--- src/rtl/ifilt_pkg.sv ---
package ifilt_pkg;

  localparam int unsigned IFILT_LINES_PER_PORT = 8;
  localparam int unsigned IFILT_IVAL_W         = 20;

  // What a single line does on the coming clock edge.
  typedef enum logic [2:0] {
    LA_HOLD    = 3'd0,  // mismatch but no strobe: keep count and output
    LA_RESTART = 3'd1,  // configuration touched this line: clear count, keep output
    LA_PASS    = 3'd2,  // unfiltered: copy raw value
    LA_IDLE    = 3'd3,  // raw equals output: nothing to qualify
    LA_COUNT   = 3'd4,  // strobe while mismatched: advance count
    LA_COMMIT  = 3'd5   // count reached interval: take raw value
  } line_act_e;

endpackage

--- src/rtl/ifilt_cfg_watch.sv ---
module ifilt_cfg_watch #(
  parameter int unsigned NUM_LINES = 32,
  parameter int unsigned IVAL_W    = 20
) (
  input  logic                 clk,
  input  logic                 rst_n,
  input  logic [IVAL_W-1:0]    interval,
  input  logic [NUM_LINES-1:0] filt_en,
  output logic                 iv_zero,
  output logic [NUM_LINES-1:0] line_restart
);

  logic [IVAL_W-1:0]    iv_q;
  logic [IVAL_W-1:0]    iv_d;
  logic [NUM_LINES-1:0] en_q;
  logic [NUM_LINES-1:0] en_d;
  logic                 iv_changed;
  logic                 cfg_en;

  always_comb begin
    iv_d         = interval;
    en_d         = filt_en;
    iv_changed   = (interval != iv_q);
    iv_zero      = (interval == '0);
    line_restart = (filt_en ^ en_q) | {NUM_LINES{iv_changed}};
    cfg_en       = iv_changed || (filt_en != en_q);
  end

  always_ff @(posedge clk or negedge rst_n) begin
    if (!rst_n) begin
      iv_q <= '0;
      en_q <= '0;
    end else if (cfg_en) begin
      iv_q <= iv_d;
      en_q <= en_d;
    end
  end

endmodule

--- src/rtl/ifilt_line.sv ---
module ifilt_line
  import ifilt_pkg::*;
#(
  parameter int unsigned IVAL_W = 20
) (
  input  logic              clk,
  input  logic              rst_n,
  input  logic              tick,
  input  logic              raw,
  input  logic              enable,
  input  logic              iv_zero,
  input  logic              restart,
  input  logic [IVAL_W-1:0] interval,
  output logic              filt
);

  logic [IVAL_W-1:0] cnt_q;
  logic [IVAL_W-1:0] cnt_d;
  logic [IVAL_W:0]   cnt_inc;
  logic              out_q;
  logic              out_d;
  logic              cnt_en;
  logic              out_en;
  line_act_e         act;

  // Decide the action; restart has priority over every other path.
  always_comb begin
    cnt_inc = {1'b0, cnt_q} + {{IVAL_W{1'b0}}, 1'b1};
    if (restart)                    act = LA_RESTART;
    else if (!enable || iv_zero)    act = LA_PASS;
    else if (raw == out_q)          act = LA_IDLE;
    else if (!tick)                 act = LA_HOLD;
    else if (cnt_inc >= {1'b0, interval}) act = LA_COMMIT;
    else                            act = LA_COUNT;
  end

  always_comb begin
    cnt_d = cnt_q;
    out_d = out_q;
    case (act)
      LA_RESTART: cnt_d = '0;
      LA_PASS: begin
        cnt_d = '0;
        out_d = raw;
      end
      LA_IDLE:    cnt_d = '0;
      LA_COUNT:   cnt_d = cnt_inc[IVAL_W-1:0];
      LA_COMMIT: begin
        cnt_d = '0;
        out_d = raw;
      end
      default: begin
        cnt_d = cnt_q;
        out_d = out_q;
      end
    endcase
    cnt_en = (cnt_d != cnt_q);
    out_en = (out_d != out_q);
  end

  always_ff @(posedge clk or negedge rst_n) begin
    if (!rst_n) begin
      cnt_q <= '0;
      out_q <= 1'b0;
    end else begin
      if (cnt_en) cnt_q <= cnt_d;
      if (out_en) out_q <= out_d;
    end
  end

  assign filt = out_q;

endmodule

--- src/rtl/ifilt_port.sv ---
module ifilt_port #(
  parameter int unsigned LINES  = 8,
  parameter int unsigned IVAL_W = 20
) (
  input  logic              clk,
  input  logic              rst_n,
  input  logic              tick,
  input  logic              iv_zero,
  input  logic [IVAL_W-1:0] interval,
  input  logic [LINES-1:0]  raw,
  input  logic [LINES-1:0]  enable,
  input  logic [LINES-1:0]  restart,
  output logic [LINES-1:0]  filt
);

  for (genvar l = 0; l < LINES; l++) begin : g_line
    ifilt_line #(.IVAL_W(IVAL_W)) i_line (
      .clk      (clk),
      .rst_n    (rst_n),
      .tick     (tick),
      .raw      (raw[l]),
      .enable   (enable[l]),
      .iv_zero  (iv_zero),
      .restart  (restart[l]),
      .interval (interval),
      .filt     (filt[l])
    );
  end

endmodule

--- src/rtl/input_glitch_filter.sv ---
module input_glitch_filter #(
  parameter int unsigned NUM_PORTS      = 4,
  parameter int unsigned LINES_PER_PORT = ifilt_pkg::IFILT_LINES_PER_PORT,
  parameter int unsigned IVAL_W         = ifilt_pkg::IFILT_IVAL_W
) (
  input  logic                                clk,
  input  logic                                rst_n,
  input  logic                                tick,
  input  logic [NUM_PORTS*LINES_PER_PORT-1:0] raw_in,
  input  logic [NUM_PORTS*LINES_PER_PORT-1:0] filt_en,
  input  logic [IVAL_W-1:0]                   interval,
  output logic [NUM_PORTS*LINES_PER_PORT-1:0] filt_out
);

  localparam int unsigned NUM_LINES = NUM_PORTS * LINES_PER_PORT;

  logic                 iv_zero;
  logic [NUM_LINES-1:0] line_restart;

  ifilt_cfg_watch #(
    .NUM_LINES (NUM_LINES),
    .IVAL_W    (IVAL_W)
  ) i_cfg (
    .clk          (clk),
    .rst_n        (rst_n),
    .interval     (interval),
    .filt_en      (filt_en),
    .iv_zero      (iv_zero),
    .line_restart (line_restart)
  );

  for (genvar p = 0; p < NUM_PORTS; p++) begin : g_port
    ifilt_port #(
      .LINES  (LINES_PER_PORT),
      .IVAL_W (IVAL_W)
    ) i_port (
      .clk      (clk),
      .rst_n    (rst_n),
      .tick     (tick),
      .iv_zero  (iv_zero),
      .interval (interval),
      .raw      (raw_in[p*LINES_PER_PORT +: LINES_PER_PORT]),
      .enable   (filt_en[p*LINES_PER_PORT +: LINES_PER_PORT]),
      .restart  (line_restart[p*LINES_PER_PORT +: LINES_PER_PORT]),
      .filt     (filt_out[p*LINES_PER_PORT +: LINES_PER_PORT])
    );
  end

endmodule

--- config.mk ---
export PLATFORM = sky130hd
export DESIGN_NAME = input_glitch_filter
export DESIGN_NICKNAME = d
export VERILOG_FILES = /design/src/rtl/ifilt_pkg.sv /design/src/rtl/ifilt_cfg_watch.sv /design/src/rtl/ifilt_line.sv /design/src/rtl/ifilt_port.sv /design/src/rtl/input_glitch_filter.sv
export SDC_FILE = /design/constraint.sdc
export NUM_CORES = 2
export LEC_CHECK = 0
export BUFFER_PORTS_ARGS = -buffer_cell sky130_fd_sc_hd__buf_2
export CAP_MARGIN = 20
export CELL_PAD_IN_SITES_DETAIL_PLACEMENT = 0
export CELL_PAD_IN_SITES_GLOBAL_PLACEMENT = 1
export CORE_ASPECT_RATIO = 1.25
export CORE_MARGIN = 3
export CORE_UTILIZATION = 54
export DETAILED_ROUTE_END_ITERATION = 8
export GPL_TIMING_DRIVEN = 0
export PLACE_DENSITY = 0.85
export SETUP_SLACK_MARGIN = 0.02
export SLEW_MARGIN = 25
export SYNTH_ARGS = -nofsm -noshare
export SYNTH_HDL_FRONTEND = slang
export SYNTH_SLANG_ARGS = --single-unit
--- constraint.sdc ---
create_clock -name clk -period 9.1 [get_ports clk]
set_clock_uncertainty 0.2 [all_clocks]
set_input_delay 0.455 -clock clk [delete_from_list [all_inputs] [get_ports clk]]
set_output_delay 0.455 -clock clk [all_outputs]
set_load 0.02 [all_outputs]
; ---- Yosys cells after proc, flatten, opt, wreduce, memory -nomap -nowiden
; Cells that the tools add are included.
[totals]
wordCells = 744
register_bits = 724
[classes]
n_reduce_logical = 130
n_addsub = 32
n_lt_le_gt_ge = 32
n_eq_ne = 258
muxes = 224
bitwise = 2
[op_table]
columns = cell, n
row1 = $pmux 20 s2, 32
row2 = $add 20x1->21 const B, 32
row3 = $ge 21x20->1, 32
row4 = $ne 20x20->1, 33
row5 = $mux 3, 128
row6 = $eq 3x2->1 const B, 64
row7 = $eq 3x3->1 const B, 64
row8 = $reduce_or 4->1, 32
row9 = $eq 3x1->1 const B, 32
row10 = $mux 1, 64
row11 = $reduce_or 2->1, 32
row12 = $logic_or 1x1->1, 33
row13 = $eq 1x1->1, 32
row14 = $logic_not 1->1, 32
row15 = $ne 1x1->1, 32
row16 = $ne 32x32->1, 1
row17 = $or 32x32->32, 1
row18 = $xor 32x32->32, 1
row19 = $logic_not 20->1, 1

; ---- Logic depth before layout (Yosys ltp)
[logic_depth]
ltp_word = 11
mapped_depth = 24
mapped_depth_nobuf = 20

; ---- Modules after synthesis
; Synthesis repeated with hierarchy kept, for this count alone.
[hier_totals]
hier_cells = 6964
hier_area_um2 = 61821.8
[modules_own_cells]
columns = module, seq_area_each_um2, instances, cells_per_inst, area_per_inst_um2
row1 = ifilt_line at g_port[0].i_port.g_line[5].i_line ..., 525.5, 22, 198, 1830.5
row2 = ifilt_line at g_port[0].i_port.g_line[0].i_line ..., 525.5, 9, 244, 1938.1
row3 = ifilt_cfg_watch, 1301.2, 1, 209, 2255.9
row4 = ifilt_line at g_port[3].i_port.g_line[7].i_line, 525.5, 1, 203, 1851.8

; ---- Least setup slack after synthesis
; Ideal clock, no wire load.
[synth_path]
path_type = register to register
start = register g_port[3].i_port.g_line[3].i_line.cnt_q[0]
end = register g_port[3].i_port.g_line[3].i_line.cnt_q[13]
arrival_ns = 4.518
path_stages_with_launch = 23
required_ns = 8.833
n_path_buf = 2
setup_slack_ns = 4.315
path_cell_list = dfrtp_1 > ha_1 > and3_1 > nand3_1 > or2_1 > clkbuf_1 > nor2_1 > and3_1 > nand3_1 > xnor2_1 > ha_1 > a21oi_1 > o21ai_0 > a2111oi_0 > o211a_1 > o21ai_1 > buf_2 > nor2_1 > nand2_1 > a221oi_1 > nand4_1 > o21ai_1 > a221o_1
[synth_between]
elab_chain_cells = 11
word_cells_on_any_way = 15
classes_between = add/sub (1) / order compare (1) / eq/ne (6) / mux (6) / reduce/logical (1)
[synth_rtl]
columns = item, line
row1 = from (decl), ifilt_line.sv:17  ; logic [IVAL_W-1:0] cnt_q;
row2 = from (signal assigned), ifilt_line.sv:66  ; if (cnt_en) cnt_q <= cnt_d;
row3 = $add 20x1->21, ifilt_line.sv:28  ; cnt_inc = {1'b0, cnt_q} + {{IVAL_W{1'b0}}, 1'b1};
row4 = $ge 21x20->1, ifilt_line.sv:33  ; else if (cnt_inc >= {1'b0, interval}) act = LA_COMMIT;
row5 = $mux 1, ifilt_line.sv:33
row6 = $mux 3, ifilt_line.sv:32  ; else if (!tick) act = LA_HOLD;
row7 = $mux 3, ifilt_line.sv:31  ; else if (raw == out_q) act = LA_IDLE;
row8 = $mux 3, ifilt_line.sv:30  ; else if (!enable || iv_zero) act = LA_PASS;
row9 = $mux 3, ifilt_line.sv:29  ; if (restart) act = LA_RESTART;
row10 = $eq 3x3->1 (tied with other cells), ifilt_line.sv:40  ; case (act)
row11 = $reduce_or 4->1 (no source line), --
row12 = $pmux 20 s2, ifilt_line.sv:40
row13 = $ne 20x20->1, ifilt_line.sv:57  ; cnt_en = (cnt_d != cnt_q);
; Parallel ways exist; a longest one is shown, timed or not.
; A chain may end at the register's enable or synchronous reset.

; ---- Worst setup path after layout
[layout_path]
start = input interval[16]
end = register g_port[2].i_port.g_line[6].i_line.cnt_q[5]
[layout_between]
elab_chain_cells = 10
word_cells_on_any_way = 18
classes_between = order compare (1) / eq/ne (7) / mux (6) / bitwise (1) / reduce/logical (3)
[layout_rtl]
columns = item, line
row1 = from (decl), input_glitch_filter.sv:11  ; input logic [IVAL_W-1:0] interval,
row2 = $ge 21x20->1, ifilt_line.sv:33
row3 = $mux 1, ifilt_line.sv:33
row4 = $mux 3, ifilt_line.sv:32
row5 = $mux 3, ifilt_line.sv:31
row6 = $mux 3, ifilt_line.sv:30
row7 = $mux 3 (*), ifilt_line.sv:29
row8 = $eq 3x3->1 (tied with other cells), ifilt_line.sv:40
row9 = $reduce_or 4->1 (no source line), --
row10 = $pmux 20 s2 (*), ifilt_line.sv:40
row11 = $ne 20x20->1, ifilt_line.sv:57
row12 = to (signal assigned), ifilt_line.sv:66
row13 = to (decl), ifilt_line.sv:17
; Every way passes the cells marked *; elsewhere a longest branch is shown, timed or not.

==> results.tsv <==
stage	metric	value	unit
timing	RSZ-0062 raised after global routing	false	
route	antenna viol nets, final	0	
layout	area grow syn2layout	12.4	%
clocking	clock-pin slew on the worst setup and hold paths	60	ps
critical_path	capture instance of the worst register-to-register path	g_port[3].i_port.g_line[3].i_line.cnt_q[18]	
placement	placed wire-length estimate	140	mm
critical_path	cells on worst reg2reg path	22	
layout	final instance area	0.0664	mm2
clocking	Clock Tree Root	clkbuf_16	
grt	largest net degree at the start of global routing	121	
clocking	post-CTS setup buffer count	0	
floorplanning	die area	0.113	mm2
critical_path	crit path from	interval[16]	
yosys	warnings from Yosys	0	
yosys	register bit count reported by yosys	724	
pwr	peak supply drop	0.164	mV
yosys	post-synth top area share	30.7	%
critical_path	crit end category	flop	
grt	GR Util met2	57.5	%
yosys	syn nets	7744	
floorplanning	Core Region	0.108	mm2
route	drt pass-1 iters	6	
worst_hold_path	worst hold-check path type	in -> async	
route	drt first-iter violations	4206	
grt	GRT busiest layer	met2	
placement	area of placed instances	0.0625	mm2
grt	met3 Use GR	6.45	%
yosys	Seq/Total Area, Yosys	30.7	%
yosys	Synth area leaders	dfrtp_1 31%, ha_1 14%, xnor2_1 5.0%, nand2_1 4.8%, xor2_1 4.1%	
critical_path	R2R setup slack	2950	ps
yosys	EDFF count, synth	0	
critical_path	CP Launch Type	primary input	
timing	Max Clock Freq	159	MHz
yosys	count of cell types in the netlist	103	
layout	# nets final	8065	
timing	Worst-Margin Slew	1100	ps
clocking	Max clock buf depth	3	
layout	ratio of cells with drive above 1 in the final layout	7.03	%
placement	gp weighted congestion	0.925	
timing	Final Hold Viols	0	
yosys	most common flop cell mapped by yosys	dfrtp_1	
clocking	Worst-Skew Late Latency	700	ps
run_status	status	finished clean	
timing	endpoints failing setup	0	
grt	gr ovfl total	0	
grt	Total GRT Usage	35.2	%
grt	initial antenna violation count	12	
yosys	synthesized area	0.0590	mm2
critical_path	CP max FO	10	
clocking	Clock Sinks	724	
layout	fillers	9698	
placement	IO buf count	116	
run	max-cap violations	0	
route	drt total wl	202	mm
yosys	area leader, netlist	dfrtp_1	
floorplanning	# rows	135	
floorplanning	I/O pins	119	
yosys	Mean Syn Cell Area	8.45	um2
pwr	PD cells	116	mW/mm2
critical_path	Worst EP required	9500	ps
clocking	CTS tree	done	
floorplanning	Die H	376	um
critical_path	RR Startpoint	g_port[3].i_port.g_line[3].i_line.cnt_q[0]	
layout	fin util	61.2	%
critical_path	CP Class	in -> reg	
timing	Tmin final	6270	ps
pwr	Pleak	32.8	nW
route	via count	55600	
route	DRC Markers	0	
timing	Slew Viols, Final	0	
route	via/cell ratio	6.31	
clocking	H-tree levels	3	
clocking	CTS Buf Count	86	
yosys	cell count after synthesis	6985	
yosys	Post-synth ARST share	100	%
critical_path	Arr. time, crit path	6670	ps
grt	first-pass GRT wire length	312	mm
grt	met1 GRT Util	44.4	%
floorplanning	Die Width	302	um
grt	vias in the first global route	54100	
floorplanning	Initial Utilization	54.4	%
route	WL per Instance	22.9	um
timing	Final Cycle Share	68.9	%
timing	Slew HR	26.4	%
area by class of cell:
type | count | area (um2) | share of cell area, %
inverter | 169 | 682 | 1.03
multi-input combinational | 5705 | 38700 | 58.3
clock inverter | 35 | 543 | 0.818
antenna | 11 | 27.5 | 0.0415
clock buffer | 116 | 2520 | 3.79
timing repair buffer | 233 | 2330 | 3.51
sequential | 724 | 18100 | 27.3
buffer | 387 | 1660 | 2.50
tap | 1438 | 1800 | 2.71
cells in the mapped netlist, drive strengths merged (45+ instances only):
master	count
nand2	747
dfrtp	724
ha	672
o21ai	537
nor2	512
nand3	399
xnor2	340
a21oi	317
clkbuf	304
xor2	277
and3	228
a21o	181
nand4	180
inv	169
o31ai	161
nand2b	126
nor4	112
nor3	108
a22o	107
buf	83
nor2b	80
a32o	49
or3	45
cell families (layout without fill, tap and decap cells):
group,Yosys count,after routing,synth area share [%]
simple gates,2708,2708,22.9
other cells,0,11,0
compound gates,1670,1670,18.5
buf+inv,556,940,3.82
fa+ha+maj,672,672,14.2
xor+xnor,617,617,9.15
mux,38,38,0.704
flops,724,724,30.7
critical path: stages:
cell and delay [ps]:
dlygate4sd3_1 550, buf_2 170, xor2_1 180, nor4_1 700
nand4_1 420, buf_2 520, nor3_4 830, nand2_2 670
clkbuf_2 500, buf_16 270, nor3_1 590, clkbuf_1 500
nand2_1 90, o21ai_0 170
power by group:
part	internal [mW]	switching [mW]	total [mW]	leakage [nW]
logic	0.178	0.417	0.595	21.3
registers	3.23	0.00766	3.24	9.99
clock network	2.33	1.51	3.84	1.51
total	5.74	1.94	7.67	32.8
worst max-delay path by stage:
stage,slack [ps],cells past startpoint,endpoint
2_1_floorplan,4320,22,g_port[3].i_port.g_line[3].i_line.cnt_q[13]
3_3_place_gp,-9330,1,g_port[3].i_port.g_line[7].i_line.cnt_q[6]
3_5_place_dp,3040,22,g_port[3].i_port.g_line[3].i_line.cnt_q[6]
4_1_cts,3020,22,g_port[3].i_port.g_line[3].i_line.cnt_q[6]
5_1_grt,2660,22,g_port[3].i_port.g_line[3].i_line.cnt_q[6]
6_report,2830,14,g_port[2].i_port.g_line[6].i_line.cnt_q[5]
flip-flops by register name, indices dropped and copies added (netlist names):
name and count:
g_port.i_port.g_line.i_line.cnt_q 640, i_cfg.en_q 32, i_cfg.iv_q 20, g_port.i_port.g_line.i_line.filt 32
stage by stage:
stage               setup TNS, ps  setup slack [ps]  hold slack (ps)  power, mW  instances
floorplan                       0              4320            -40.6       3.52       6985
global placement         -6637040             -9330              253       3.80       8539
detailed placement              0              3040              146       3.86       8577
CTS                             0              3020             9.30       7.72       8807
global route                    0              2660             64.0       7.88       8810
finish                          0              2830             46.4       7.67       8818
repair_timing:
item                      in CTS  in global routing
hold endpoints to repair     303                  0
resized for setup              0                  0
hold buffers                  79                  0
metal layers:
layer	vias to the layer above	share of wire (%)
met4	4	5.6
met3	529	7.6
met5	-	0.017
met1	27100	41
li1	26100	-
met2	1921	46
placed cells by master (no fill, tap or decap), types with 95 or more instances in the layout:
cell / synthesis / routed
nand4_1: 179 / 179
xnor2_1: 340 / 340
nor2_1: 510 / 508
nand3_1: 399 / 399
buf_2: 34 / 154
xor2_1: 277 / 277
o31ai_1: 160 / 160
nor4_1: 107 / 105
nand2_1: 747 / 745
a21o_1: 181 / 181
a21oi_1: 316 / 316
and3_1: 228 / 228
a22o_1: 107 / 107
o21ai_0: 472 / 472
nand2b_1: 126 / 126
clkbuf_1: 304 / 287
ha_1: 672 / 672
nor3_1: 96 / 95
dfrtp_1: 724 / 724
inv_1: 168 / 149
Power figures use the tool's default switching activity.
